## src/rtl/tlto_pkg.sv

```systemverilog
package tlto_pkg;

  typedef enum logic [3:0] {
    S_IDLE,
    S_DISCH,
    S_CHARGE,
    S_GHIGH,
    S_HIGH,
    S_DSWAIT,
    S_GFALL,
    S_FALL,
    S_GPLAT,
    S_PLAT,
    S_GLOW
  } tlto_state_t;

  // strobes from control to datapath
  typedef struct packed {
    logic measClr;
    logic measInc;
    logic storeLoad;
    logic platLoad;
    logic platInc;
    logic dsLoad;
    logic dsInc;
    logic shortInc;
    logic shortClr;
  } tlto_strb_t;

endpackage

```

## src/rtl/tlto_dp.sv

```systemverilog
module tlto_dp
  import tlto_pkg::*;
#(
  parameter int CNT_W        = 8,
  parameter int DISCH_CYCLES = 10,
  parameter int DESAT_DLY    = 4,
  parameter int SHORT_LIMIT  = 3
) (
  input  logic       clk,
  input  logic       rstN,
  input  tlto_strb_t strb,
  output logic       dischDone,
  output logic       platDone,
  output logic       dsDone,
  output logic       shortLast
);

  localparam logic [CNT_W-1:0] CNT_MAX = '1;
  localparam int DS_W = $clog2(DESAT_DLY + 1);
  localparam int SH_W = $clog2(SHORT_LIMIT + 1);

  logic [CNT_W-1:0] measCnt;
  logic [CNT_W-1:0] storedT;
  logic [CNT_W-1:0] platCnt;
  logic [DS_W-1:0]  dsCnt;
  logic [SH_W-1:0]  shortCnt;

  // turn-on interval counter, also times the discharge phase
  always_ff @(posedge clk or negedge rstN) begin
    if (!rstN)                                measCnt <= '0;
    else if (strb.measClr)                    measCnt <= CNT_W'(1);
    else if (strb.measInc && measCnt != CNT_MAX) measCnt <= measCnt + 1'b1;
  end

  always_ff @(posedge clk or negedge rstN) begin
    if (!rstN)               storedT <= '0;
    else if (strb.storeLoad) storedT <= measCnt;
  end

  always_ff @(posedge clk or negedge rstN) begin
    if (!rstN)              platCnt <= '0;
    else if (strb.platLoad) platCnt <= CNT_W'(1);
    else if (strb.platInc)  platCnt <= platCnt + 1'b1;
  end

  always_ff @(posedge clk or negedge rstN) begin
    if (!rstN)            dsCnt <= '0;
    else if (strb.dsLoad) dsCnt <= DS_W'(1);
    else if (strb.dsInc)  dsCnt <= dsCnt + 1'b1;
  end

  always_ff @(posedge clk or negedge rstN) begin
    if (!rstN)               shortCnt <= '0;
    else if (strb.shortClr)  shortCnt <= '0;
    else if (strb.shortInc)  shortCnt <= shortCnt + 1'b1;
  end

  assign dischDone = (measCnt >= CNT_W'(DISCH_CYCLES));
  assign platDone  = (platCnt >= storedT);
  assign dsDone    = (dsCnt >= DS_W'(DESAT_DLY));
  assign shortLast = (shortCnt >= SH_W'(SHORT_LIMIT - 1));

  // the interval count holds at its ceiling
  p_no_overflow_r3: assert property (@(posedge clk) disable iff (!rstN)
    (strb.measInc && !strb.measClr && measCnt == CNT_MAX) |=> (measCnt == CNT_MAX));

  // the plateau never runs past the stored length
  p_plat_bound_r4: assert property (@(posedge clk) disable iff (!rstN)
    strb.platInc |-> (platCnt < storedT));

endmodule

```

## src/rtl/tlto_ctrl.sv

```systemverilog
module tlto_ctrl
  import tlto_pkg::*;
(
  input  logic       clk,
  input  logic       rstN,
  input  logic       cmdOn,
  input  logic       shutdown,
  input  logic       desatTrip,
  input  logic       capAboveThr,
  input  logic       outBelowRef,
  input  logic       dischDone,
  input  logic       platDone,
  input  logic       dsDone,
  input  logic       shortLast,
  output tlto_strb_t strb,
  output logic       driveHigh,
  output logic       drivePlateau,
  output logic       driveLow,
  output logic       capDischarge,
  output logic       capCharge
);

  tlto_state_t state, stateNxt;
  logic inhibit;
  logic setInhibit;
  logic extOn;
  logic onReq;

  assign extOn = cmdOn && !shutdown;
  assign onReq = extOn && !inhibit;

  always_comb begin
    stateNxt   = state;
    strb       = '0;
    setInhibit = 1'b0;
    unique case (state)
      S_IDLE: begin
        if (onReq) begin
          stateNxt     = S_DISCH;
          strb.measClr = 1'b1;
        end
      end
      S_DISCH: begin
        if (!onReq) stateNxt = S_IDLE;
        else begin
          strb.measInc = 1'b1;
          if (dischDone) stateNxt = S_CHARGE;
        end
      end
      S_CHARGE: begin
        if (!onReq) stateNxt = S_IDLE;
        else if (capAboveThr) begin
          stateNxt       = S_GHIGH;
          strb.storeLoad = 1'b1;
          strb.shortClr  = 1'b1;
        end else strb.measInc = 1'b1;
      end
      S_GHIGH: stateNxt = S_HIGH;
      S_HIGH: begin
        if (!onReq) stateNxt = S_GFALL;
        else if (desatTrip) begin
          stateNxt    = S_DSWAIT;
          strb.dsLoad = 1'b1;
          setInhibit  = 1'b1;
        end
      end
      S_DSWAIT: begin
        if (!extOn || dsDone) stateNxt = S_GFALL;
        else strb.dsInc = 1'b1;
      end
      S_GFALL: stateNxt = S_FALL;
      S_FALL: begin
        if (outBelowRef) begin
          stateNxt      = S_GPLAT;
          strb.platLoad = 1'b1;
        end
      end
      S_GPLAT: stateNxt = S_PLAT;
      S_PLAT: begin
        if (!platDone) strb.platInc = 1'b1;
        else if (onReq && !shortLast) begin
          stateNxt      = S_GHIGH;
          strb.shortInc = 1'b1;
        end else begin
          stateNxt      = S_GLOW;
          strb.shortClr = 1'b1;
          setInhibit    = onReq;
        end
      end
      S_GLOW:  stateNxt = S_IDLE;
      default: stateNxt = S_IDLE;
    endcase
  end

  always_ff @(posedge clk or negedge rstN) begin
    if (!rstN) state <= S_IDLE;
    else       state <= stateNxt;
  end

  always_ff @(posedge clk or negedge rstN) begin
    if (!rstN)           inhibit <= 1'b0;
    else if (setInhibit) inhibit <= 1'b1;
    else if (!cmdOn)     inhibit <= 1'b0;
  end

  assign driveHigh    = (state == S_HIGH) || (state == S_DSWAIT);
  assign drivePlateau = (state == S_PLAT);
  assign driveLow     = (state == S_IDLE) || (state == S_DISCH) ||
                        (state == S_CHARGE) || (state == S_FALL);
  assign capDischarge = (state == S_DISCH);
  assign capCharge    = (state == S_CHARGE);

  p_drive_onehot_r9: assert property (@(posedge clk) disable iff (!rstN)
    $onehot0({driveHigh, drivePlateau, driveLow}));

  p_gap_high_r9: assert property (@(posedge clk) disable iff (!rstN)
    driveHigh |=> (driveHigh || !(drivePlateau || driveLow)));

  p_gap_plat_r9: assert property (@(posedge clk) disable iff (!rstN)
    drivePlateau |=> (drivePlateau || !(driveHigh || driveLow)));

  p_gap_low_r9: assert property (@(posedge clk) disable iff (!rstN)
    driveLow |=> (driveLow || !(driveHigh || drivePlateau)));

  p_cap_excl_r10: assert property (@(posedge clk) disable iff (!rstN)
    !(capDischarge && capCharge));

  p_cap_low_r10: assert property (@(posedge clk) disable iff (!rstN)
    (capDischarge || capCharge) |-> driveLow);

  p_shut_off_r11: assert property (@(posedge clk) disable iff (!rstN)
    (driveHigh && shutdown) |=> !driveHigh);

  p_fall_low_r12: assert property (@(posedge clk) disable iff (!rstN)
    $fell(driveHigh) |=> driveLow);

  p_plat_after_low_r12: assert property (@(posedge clk) disable iff (!rstN)
    $rose(drivePlateau) |-> $past(driveLow, 2));

endmodule

```

## src/rtl/tlto_sequencer.sv

```systemverilog
module tlto_sequencer
  import tlto_pkg::*;
#(
  parameter int CNT_W        = 8,
  parameter int DISCH_CYCLES = 10,
  parameter int DESAT_DLY    = 4,
  parameter int SHORT_LIMIT  = 3
) (
  input  logic clk,
  input  logic rstN,
  input  logic cmdOn,
  input  logic shutdown,
  input  logic desatTrip,
  input  logic capAboveThr,
  input  logic outBelowRef,
  output logic driveHigh,
  output logic drivePlateau,
  output logic driveLow,
  output logic capDischarge,
  output logic capCharge
);

  tlto_strb_t strb;
  logic dischDone, platDone, dsDone, shortLast;

  tlto_ctrl ctrl_i (
    .clk          (clk),
    .rstN         (rstN),
    .cmdOn        (cmdOn),
    .shutdown     (shutdown),
    .desatTrip    (desatTrip),
    .capAboveThr  (capAboveThr),
    .outBelowRef  (outBelowRef),
    .dischDone    (dischDone),
    .platDone     (platDone),
    .dsDone       (dsDone),
    .shortLast    (shortLast),
    .strb         (strb),
    .driveHigh    (driveHigh),
    .drivePlateau (drivePlateau),
    .driveLow     (driveLow),
    .capDischarge (capDischarge),
    .capCharge    (capCharge)
  );

  tlto_dp #(
    .CNT_W        (CNT_W),
    .DISCH_CYCLES (DISCH_CYCLES),
    .DESAT_DLY    (DESAT_DLY),
    .SHORT_LIMIT  (SHORT_LIMIT)
  ) dp_i (
    .clk       (clk),
    .rstN      (rstN),
    .strb      (strb),
    .dischDone (dischDone),
    .platDone  (platDone),
    .dsDone    (dsDone),
    .shortLast (shortLast)
  );

endmodule

```

## config.mk

```make
export PLATFORM = sky130hd
export DESIGN_NAME = tlto_sequencer
export DESIGN_NICKNAME = d
export VERILOG_FILES = /design/src/rtl/tlto_pkg.sv /design/src/rtl/tlto_dp.sv /design/src/rtl/tlto_ctrl.sv /design/src/rtl/tlto_sequencer.sv
export SDC_FILE = /design/constraint.sdc
export NUM_CORES = 1
export LEC_CHECK = 0
export BUFFER_PORTS_ARGS = -buffer_cell sky130_fd_sc_hd__buf_2
export CORE_MARGIN = 2
export CORE_UTILIZATION = 61
export DETAILED_ROUTE_END_ITERATION = 10
export GPL_TIMING_DRIVEN = 1
export HOLD_SLACK_MARGIN = 0.05
export PLACE_DENSITY = 0.86
export SLEW_MARGIN = 30
export SYNTH_ARGS = -nofsm -noshare
export SYNTH_HDL_FRONTEND = slang
export SYNTH_SLANG_ARGS = --single-unit
```

## constraint.sdc

```tcl
create_clock -name clk -period 2.7 [get_ports clk]
set_input_delay 0.27 -clock clk [delete_from_list [all_inputs] [get_ports clk]]
set_output_delay 0.27 -clock clk [all_outputs]
set_load 0.03 [all_outputs]
```

==> flow_summary.toml, run 1 <==
[timing]
fin_setup_tns_ns = 0
fin_skew_ns = 0.0130
fmax_mhz = 465
rsz0062_at_grt = "no"
hold_viol = 0
slew_headroom_pct = 49.1
timing.final.crit_share_pct = 79.6
layout_min_cycle_time_ns = 2.15
finalMaxSlewViolations = 0
setup_violations = 0
tightestPinTransition_ns = 0.763

[layout]
fin_cells = 296
final_common_cell = "dfrtp_1"
area_growth_pct = 6.29
layout_common_cells = "34 x dfrtp_1, 30 x nand2_1, 26 x nor2_1"
num-fill-cells = 262
diodes = 0
drive_gt1_share_pct = 14.0
fin_nets = 269

[cts]
cts_buffers = 5
hold_buffers = 1
cts_root_buf = "clkbuf_4"
ctsResizeCount = 0
clkLatencyLatePin_ns = 0.34
clk_pin_slew_ns = 0.11
cts_setup_buffers = 0
clock-sinks = 34
cts_tree = "built"
htree_levels = 2
clockBufferDepth = 2

[grt]
grt_util_all_layers_pct = 23.3
antenna_found_initial = 0
grt-ovfl-total = 0
grt_start_max_net_pins = 35
grt_pass1_wl_mm = 7.31
grt_pass1_vias = 1565

[detailed_routing]
num_vias = 1738
postRouteAntennaNets = 0
route.detailed.drc = 0
wirelength_mm = 4.31
firstDrtPassIters = 4
vias_per_cell = 5.87
initialDrtViolationCount = 152
routedWlPerCell_um = 14.5

[floorplan]
io_pins = 12
core_area_um2 = 3390
dieWidth_um = 63.9
initial_core_util_pct = 64.5
dieHeight_um = 63.9
dieArea_um2 = 4080
rows = 21

[worst_setup_path]
crit_type = "flop to flop"
startpoint_type = "flop"
crit_arrival_ns = 2.43
critPathMaxStageDelay_ns = 0.50
end_kind = "flop"
cp_slowest_cell = "or4b_1"
cp_cell_sequence = "ha_1, nand2_1, o21ai_1, a21oi_1, or4b_1, a21oi_1"
crit_top_cell = "a21oi_1"
cp.required_ns = 2.98
crit_family = "compound AO/OA/AOI/OAI gates"
r2r_cells = 6
worstSetupPathDepth = 6
path_buf_inv = 0
cp_max_fo = 7

[placed_design]
post-place-cells = 287
numPortBuffers = 11
gp_congestion = 0.941
dp_hpwl_mm = 3.23

[synthesis]
synth_mux_area_share_pct = 3.78
synth.distinct_cells = 49
synth-compound-area-share_pct = 12.0
async_flop_share_pct = 100
syn_area_um2 = 2190
ys_warn_count = 0
synthAdderAreaFrac_pct = 7.44
synthCells = 237
synth_seq_area_share_pct = 38.9
synth_edf_count = 0
postSynthRegisterBits = 34
yosys.area_share.simple_pct = 27.9
syn_nets = 257
synth_ff_type = "dfrtp_1"
synth.avg_cell_area_um2 = 9.23
synthXorXnorAreaFrac_pct = 4.81
synth_top_family_by_area = "simple AND/OR/NAND/NOR gates"

[pwr]
leakagePower_nw = 1.04
power_density_nw_per_um2 = 968
ir_drop_v = 0.000392

[flow_run]
cap_violations = 0

[hold_path]
hold_class = "input pin to flop"
hold_depth = 3

[run_status]
status = "finished, final reports clean"
-- tightest hold or removal path, stage by stage --
cell,delay [ns]
buf_2,0.10
nand2_1,0.04
o311ai_0,0.10
-- synth_stat cells (6+ instances only) --
| master | n | share of area [%] |
|---|---|---|
| nor2_1 | 26 | 4.5 |
| o21ai_1 | 10 | 2.3 |
| xnor2_1 | 12 | 4.8 |
| ha_1 | 13 | 7.4 |
| nand2_1 | 30 | 5.1 |
| nand2b_1 | 8 | 2.3 |
| a21oi_1 | 8 | 1.8 |
| inv_1 | 13 | 2.2 |
| dfrtp_1 | 34 | 39 |
| nand3_1 | 8 | 1.8 |
| mux2i_1 | 6 | 2.7 |
| nor3_1 | 8 | 1.8 |
-- cells by family after synthesis --
family | after synthesis
simple gates | 109
compound gates | 38
flops | 34
buf+inv | 23
fa+ha+maj | 13
xor+xnor | 12
mux | 8
-- area by class of cell --
class,count,area (µm²),share of cell area (%)
flip-flops and latches,34,851,36.6
inverters,15,61.3,2.64
well taps,46,57.6,2.48
clock inverters,1,5.00,0.215
multi-input cells,180,1220,52.6
clock buffers,7,55.1,2.37
repair buffers,13,72.6,3.12
-- registers in the layout, summed over array words and instances (netlist names) --
signal and count:
dp_i.dsCnt 3, dp_i.measCnt 8, ctrl_i.inhibit 1, dp_i.storedT 8, ctrl_i.state 4, dp_i.platCnt 8
dp_i.shortCnt 2
-- routing by layer --
layer  track usage (%)  wire length [µm]
met5                 0                 0
met4              9.51                99
met3              5.11               187
met2              37.1              2060
met1              30.7              1960
-- power by group --
group | internal (mW) | total, mW | switching [mW]
sequential | 0.697 | 0.948 | 0.251
clock | 0.126 | 0.293 | 0.167
combinational | 0.402 | 1.01 | 0.609
-- final timing paths --
check	from	to	slack, ns
hold / removal	cmdOn	ctrl_i.inhibit	0.21
hold reg to reg	dp_i.platCnt[7]	dp_i.platCnt[7]	0.50
setup reg to reg	dp_i.platCnt[2]	dp_i.shortCnt[0]	0.55
min in group asynchronous	rstN	dp_i.platCnt[1]	0.52
setup / recovery	dp_i.platCnt[2]	dp_i.shortCnt[0]	0.55
max in group asynchronous	rstN	dp_i.storedT[2]	1.69
-- stage by stage --
stage / util, % / setup slack [ns] / cell area (µm²) / hold slack, ns / power (mW)
2_1_floorplan: - / 0.735 / 2190 / -0.0256 / 1.71
3_3_place_gp: 66.5 / 0.633 / 2250 / 0.373 / 1.90
3_5_place_dp: 66.5 / 0.586 / 2250 / 0.381 / 1.96
4_1_cts: 68.6 / 0.557 / 2320 / 0.198 / 2.27
5_1_grt: 68.6 / 0.362 / 2320 / 0.195 / 2.44
6_report: 68.6 / 0.552 / 2320 / 0.212 / 2.25
Power figures use the tool's default switching activity.
==> inputs of run 2 (changes only) <==
==> constraint.sdc (replaced) <==
create_clock -name clk -period 2.1 [get_ports clk]
set_input_delay 0.21 -clock clk [delete_from_list [all_inputs] [get_ports clk]]
set_output_delay 0.21 -clock clk [all_outputs]
set_load 0.03 [all_outputs]
==> run 2 against run 1 <==
  * Sequential share of layout area decreased by 1.2 points
  * Total power increased by 34%
  * Register-to-register slack got worse by 0.41 ns
  * Combinational power increased by 53%
  * Flip-flop and latch count unchanged
  * Via count increased by 1.8%
  * Utilization increased by 2.4 points
  * Global-route usage increased by 2.0 points
  * Highest routed layer unchanged
==> flow_summary.toml, run 2 (synthesized netlist as in run 1, its figures left out) <==
[timing]
timing.final.crit_share_pct = 93.4
tightestPinTransition_ns = 0.773
fmax_mhz = 510
slew_headroom_pct = 48.5
rsz0062_at_grt = "no"
hold_viol = 0
setup_slack_ns = 0.139
setup_violations = 0
fin_setup_tns_ns = 0
fin_skew_ns = 0.00859
layout_min_cycle_time_ns = 1.96
hold_ws_ns = 0.151
finalMaxSlewViolations = 0

[run_status]
status = "finished, final reports clean"

[worst_setup_path]
worstSetupPathDepth = 5
path_buf_inv = 0
critPathMaxStageDelay_ns = 0.54
startpoint_type = "flop"
crit_family = "simple AND/OR/NAND/NOR gates"
cp_cell_sequence = "or3b_1, nor4b_2, o21ai_1, nand3_1, mux2_1"
cp_slowest_cell = "or3b_1"
r2r-start = "ctrl_i.inhibit"
r2r_cells = 5
r2r_end = "ctrl_i.state[0]"
end_kind = "flop"
startpoint = "ctrl_i.inhibit"
crit_type = "flop to flop"
cp-endpoint = "ctrl_i.state[0]"
cp_max_fo = 7
crit_arrival_ns = 2.19
ff2ff_setup_slack_ns = 0.14
cp.required_ns = 2.33

[placed_design]
dp_hpwl_mm = 3.33
gp_congestion = 0.853
dp_slack_ns = 0.101
numPortBuffers = 11
placed_area_um2 = 2340
post-place-cells = 298

[detailed_routing]
route.detailed.drc = 0
wirelength_mm = 4.37
num_vias = 1770
initialDrtViolationCount = 88
vias_per_cell = 5.80
postRouteAntennaNets = 0
firstDrtPassIters = 4
routedWlPerCell_um = 14.3

[cts]
cts_tree = "built"
htree_levels = 2
cts_setup_buffers = 0
clockBufferDepth = 2
cts_buffers = 5
clk_pin_slew_ns = 0.10
cts_root_buf = "clkbuf_4"
clkLatencyLatePin_ns = 0.34
clock-sinks = 34

[pwr]
switchingPower_mw = 1.34
ir_drop_v = 0.000524
total_power_mw = 3.01
power.share.sequential_pct = 36.6
p_int_mw = 1.66
power_density_nw_per_um2 = 1250
power_frac_comb_pct = 51.4
switching_share_pct = 44.7
p_clk_share_pct = 12.0
leakagePower_nw = 1.09

[grt]
grt_pass1_wl_mm = 8.02
grt_pass1_vias = 1772
antenna_found_initial = 0
grt_util_all_layers_pct = 25.2
grt-ovfl-total = 0
grt_start_max_net_pins = 35

[floorplan]
rows = 21
initial_core_util_pct = 64.5
io_pins = 12
core_area_um2 = 3390
dieHeight_um = 63.9
dieWidth_um = 63.9
dieArea_um2 = 4080

[layout]
final_cell_area_um2 = 2400
fin_cells = 305
drive_gt1_share_pct = 18.1
area_growth_pct = 9.95
layout_common_cells = "34 x dfrtp_1, 30 x nand2_1, 25 x nor2_1"
final_common_cell = "dfrtp_1"
fin_nets = 280
top_regs = "dp_i.measCnt x8, dp_i.platCnt x8, dp_i.storedT x8"
diodes = 0
post-route-util_pct = 70.9

[hold_path]
hold_class = "input pin to flop"

[flow_run]
cap_violations = 0
[run 2: cell count changes in the layout (fill, tap and decap cells not counted), sizes merged]
cell,before,now
clkinv,2,1
clkbuf,7,6
buf,12,23
[run 2: power by group through the flow]
| stage | registers, mW | clock network, mW | logic, mW |
|---|---|---|---|
| 2_1_floorplan | 1.07 | 0 | 1.12 |
| 3_3_place_gp | 1.10 | 0 | 1.45 |
| 3_5_place_dp | 1.12 | 0 | 1.50 |
| 4_1_cts | 1.10 | 0.371 | 1.53 |
| 5_1_grt | 1.13 | 0.401 | 1.74 |
| 6_report | 1.10 | 0.360 | 1.55 |
[run 2: worst min path at each step]
stage / start / end / depth (start not counted)
after floorplan: rstN / ctrl_i.inhibit / 0
after global placement: rstN / dp_i.platCnt[4] / 1
after detailed placement: rstN / dp_i.platCnt[4] / 1
after CTS: desatTrip / dp_i.dsCnt[0] / 3
after global routing: desatTrip / dp_i.dsCnt[0] / 3
final: desatTrip / dp_i.dsCnt[0] / 3
[run 2: what timing repair did]
item / CTS / global route
hold buffers: 1 / 0
hold endpoints to repair: 34 / 0
setup endpoints to repair: 0 / 2
gates resized for setup: 0 / 2
[run 2: cell type report]
cell class | instances | area, µm²
multi-input combinational | 180 | 1230
fill | 265 | 985
sequential | 34 | 851
timing repair buffer | 24 | 155
inverter | 15 | 61.3
tap | 46 | 57.6
clock buffer | 6 | 51.3
[run 2: per-layer routing]
metal  GRT usage, %  wire, µm  vias to the layer above
met3           5.63       136                        9
met4           7.07        66                        0
met1           31.9      2010                      855
met5              0         0                        -
met2           43.2      2160                       30
li1               -         -                      876
[run 2: worst min-delay path, delay by kind of cell]
kind,cells,cell delay [ns]
buf+inv,1,0.11
simple gates,2,0.13
==> inputs of run 3 (changes only) <==
--- a/config.mk
+++ b/config.mk
@@ -5,6 +5,7 @@
 export SDC_FILE = /design/constraint.sdc
 export NUM_CORES = 1
 export LEC_CHECK = 0
+export ABC_AREA = 1
 export BUFFER_PORTS_ARGS = -buffer_cell sky130_fd_sc_hd__buf_2
 export CORE_MARGIN = 2
 export CORE_UTILIZATION = 61
==> run 3 against run 2 <==
  * Clock-buffer cell count is 1 higher
  * Worst setup slack improved by 0.21 ns
  * Clock skew shrank 0.0040 ns
  * Synthesized area rose by 4.4%
  * Final cell count up 22%
  * Via count up 9.2%
  * Cell area up 3.1%
  * Critical path depth up 3
==> flow_summary.toml, run 3 <==
[layout]
final_cell_area_um2 = 2480
num-fill-cells = 308
drive_gt1_share_pct = 14.9
fin_nets = 342
area_growth_pct = 8.55
diodes = 0
final_common_cell = "nand2_1"
top_regs = "dp_i.measCnt x8, dp_i.platCnt x8, dp_i.storedT x8"
layout_common_cells = "72 x nand2_1, 37 x inv_1, 35 x nand3_1"
fin_cells = 371

[synthesis]
synthCells = 306
postSynthRegisterBits = 34
yosysTopAreaCell = "dfrtp_1"
syn_area_um2 = 2280
syn_nets = 326
yosys-top-cells-count = "72 x nand2_1, 37 x inv_1, 35 x nand3_1"
synth_seq_area_share_pct = 37.3
synth.distinct_cells = 31
synth_top_area_share_pct = 37.3
synth_ff_type = "dfrtp_1"
synth_edf_count = 0
async_flop_share_pct = 100
ys_warn_count = 0
synth.avg_cell_area_um2 = 7.46
synthTopCellsByArea = "dfrtp_1 37%, nand2_1 12%, nand3_1 7.7%"
synth.most_common_cell = "nand2_1"

[cts]
clkLatencyLatePin_ns = 0.29
clock-sinks = 34
cts_setup_buffers = 0
cts_tree = "built"
cts_buffers = 5
clk_pin_slew_ns = 0.07
ctsResizeCount = 0
clockBufferDepth = 2
cts_root_buf = "clkbuf_8"
htree_levels = 2

[grt]
grt_start_max_net_pins = 35
grt_pass1_vias = 1764
grt_util_all_layers_pct = 23.9
grt_pass1_wl_mm = 7.69
grt-ovfl-total = 0
antenna_found_initial = 0

[pwr]
leakagePower_nw = 1.24
total_power_mw = 2.99
switchingPower_mw = 1.34
p_clk_share_pct = 16.6
switching_share_pct = 44.9
power_density_nw_per_um2 = 1210
ir_drop_v = 0.000703
power_frac_comb_pct = 46.9
power.share.sequential_pct = 36.5
p_int_mw = 1.65

[placed_design]
numPortBuffers = 11
dp_hpwl_mm = 3.38
placed_area_um2 = 2380
gp_congestion = 0.928
post-place-cells = 362

[timing]
layout_min_cycle_time_ns = 1.75
tightestPinTransition_ns = 0.745
rsz0062_at_grt = "no"
fmax_mhz = 572
timing.final.crit_share_pct = 83.3
hold_ws_ns = 0.201
setup_violations = 0
fin_skew_ns = 0.00457
hold_viol = 0
slew_headroom_pct = 50.3
finalMaxSlewViolations = 0
fin_setup_tns_ns = 0

[worst_setup_path]
startpoint = "dp_i.platCnt[7]"
end_kind = "flop"
crit_arrival_ns = 1.93
r2r-start = "dp_i.platCnt[7]"
cp_max_fo = 5
cp.required_ns = 2.28
r2r_cells = 8
startpoint_type = "flop"
crit_type = "flop to flop"

[detailed_routing]
firstDrtPassIters = 5
routedWlPerCell_um = 11.9
vias_per_cell = 5.21
wirelength_mm = 4.41
initialDrtViolationCount = 167
route.detailed.drc = 0
num_vias = 1933
postRouteAntennaNets = 0

[floorplan]
io_pins = 12
dieHeight_um = 65.2
initial_core_util_pct = 62.8
dieArea_um2 = 4250
rows = 22
dieWidth_um = 65.2
core_area_um2 = 3630

[hold_path]
hold_class = "input pin to flop"
hold_depth = 3
worstHoldStart = "cmdOn"

[run_status]
status = "finished, final reports clean"

[flow_run]
cap_violations = 0
run 3: cell count changes after synthesis, sizes merged, moves of 5 or more:
cell,delta
buf,-5
inv,+31
mux2i,-6
nand2,+49
nand2b,-8
nand3,+28
nor2,+13
nor4,-5
o21ai,+5
xnor2,-11
xor2,+8
run 3: layout make-up:
cell class                 count  area, µm²  share of cell area [%]
multi-input combinational    224       1240                    50.1
sequential                    34        851                    34.3
inverter                      45        169                    6.81
clock buffer                   7       86.3                    3.48
timing repair buffer          12       65.1                    2.62
tap                           48       60.1                    2.42
clock inverter                 1       5.00                   0.202
run 3: logic make-up after synthesis:
logic type,after synthesis,share of synthesized area (%)
adder cells (fa/ha/maj),13,7.12
AO/OA/AOI/OAI,28,6.41
flip-flops,34,37.3
buffers and inverters,48,8.33
XOR/XNOR,9,3.45
AND/OR/NAND/NOR,174,37.4
run 3: timing repair:
item / CTS / global route
endpoints found under the hold margin: 34 / 0
endpoints found under the setup margin: 0 / 0
hold buffers: 1 / 0
run 3: critical path: stages (launching register included):
cell	delay [ns]
dfrtp_1	0.40
ha_1	0.31
a21o_1	0.18
nor2_1	0.22
nand3_1	0.23
nand2_1	0.12
nand2_1	0.06
nand2_1	0.06
nor2_1	0.04
run 3: per-stage QoR:
| step | util (%) | worst slack (ns) |
|---|---|---|
| final | 68.2 | 0.352 |
| after detailed placement | 65.4 | 0.375 |
| after CTS | 68.2 | 0.353 |
| after global placement | 65.4 | 0.419 |
| after global routing | 68.2 | 0.175 |
| after floorplan | - | 0.477 |
run 3: worst paths after layout:
kind | slack, ns | endpoint
max | 0.35 | dp_i.shortCnt[0]
min | 0.20 | ctrl_i.inhibit
max reg2reg | 0.35 | dp_i.shortCnt[0]
min reg2reg | 0.49 | dp_i.storedT[2]
max in group asynchronous | 1.11 | dp_i.dsCnt[1]
min in group asynchronous | 0.52 | dp_i.platCnt[7]
run 3: power by group through the flow:
stage / registers (mW) / logic [mW] / clock network, mW
2_1_floorplan: 1.05 / 1.14 / 0
3_3_place_gp: 1.09 / 1.36 / 0
3_5_place_dp: 1.10 / 1.40 / 0
4_1_cts: 1.09 / 1.41 / 0.515
5_1_grt: 1.13 / 1.62 / 0.541
6_report: 1.09 / 1.40 / 0.497
run 3: metal layers:
layer | wire length (µm) | global-route usage [%]
met5 | 0 | 0
met4 | 78 | 9.64
met2 | 2000 | 37.0
met3 | 210 | 6.16
met1 | 2120 | 32.0
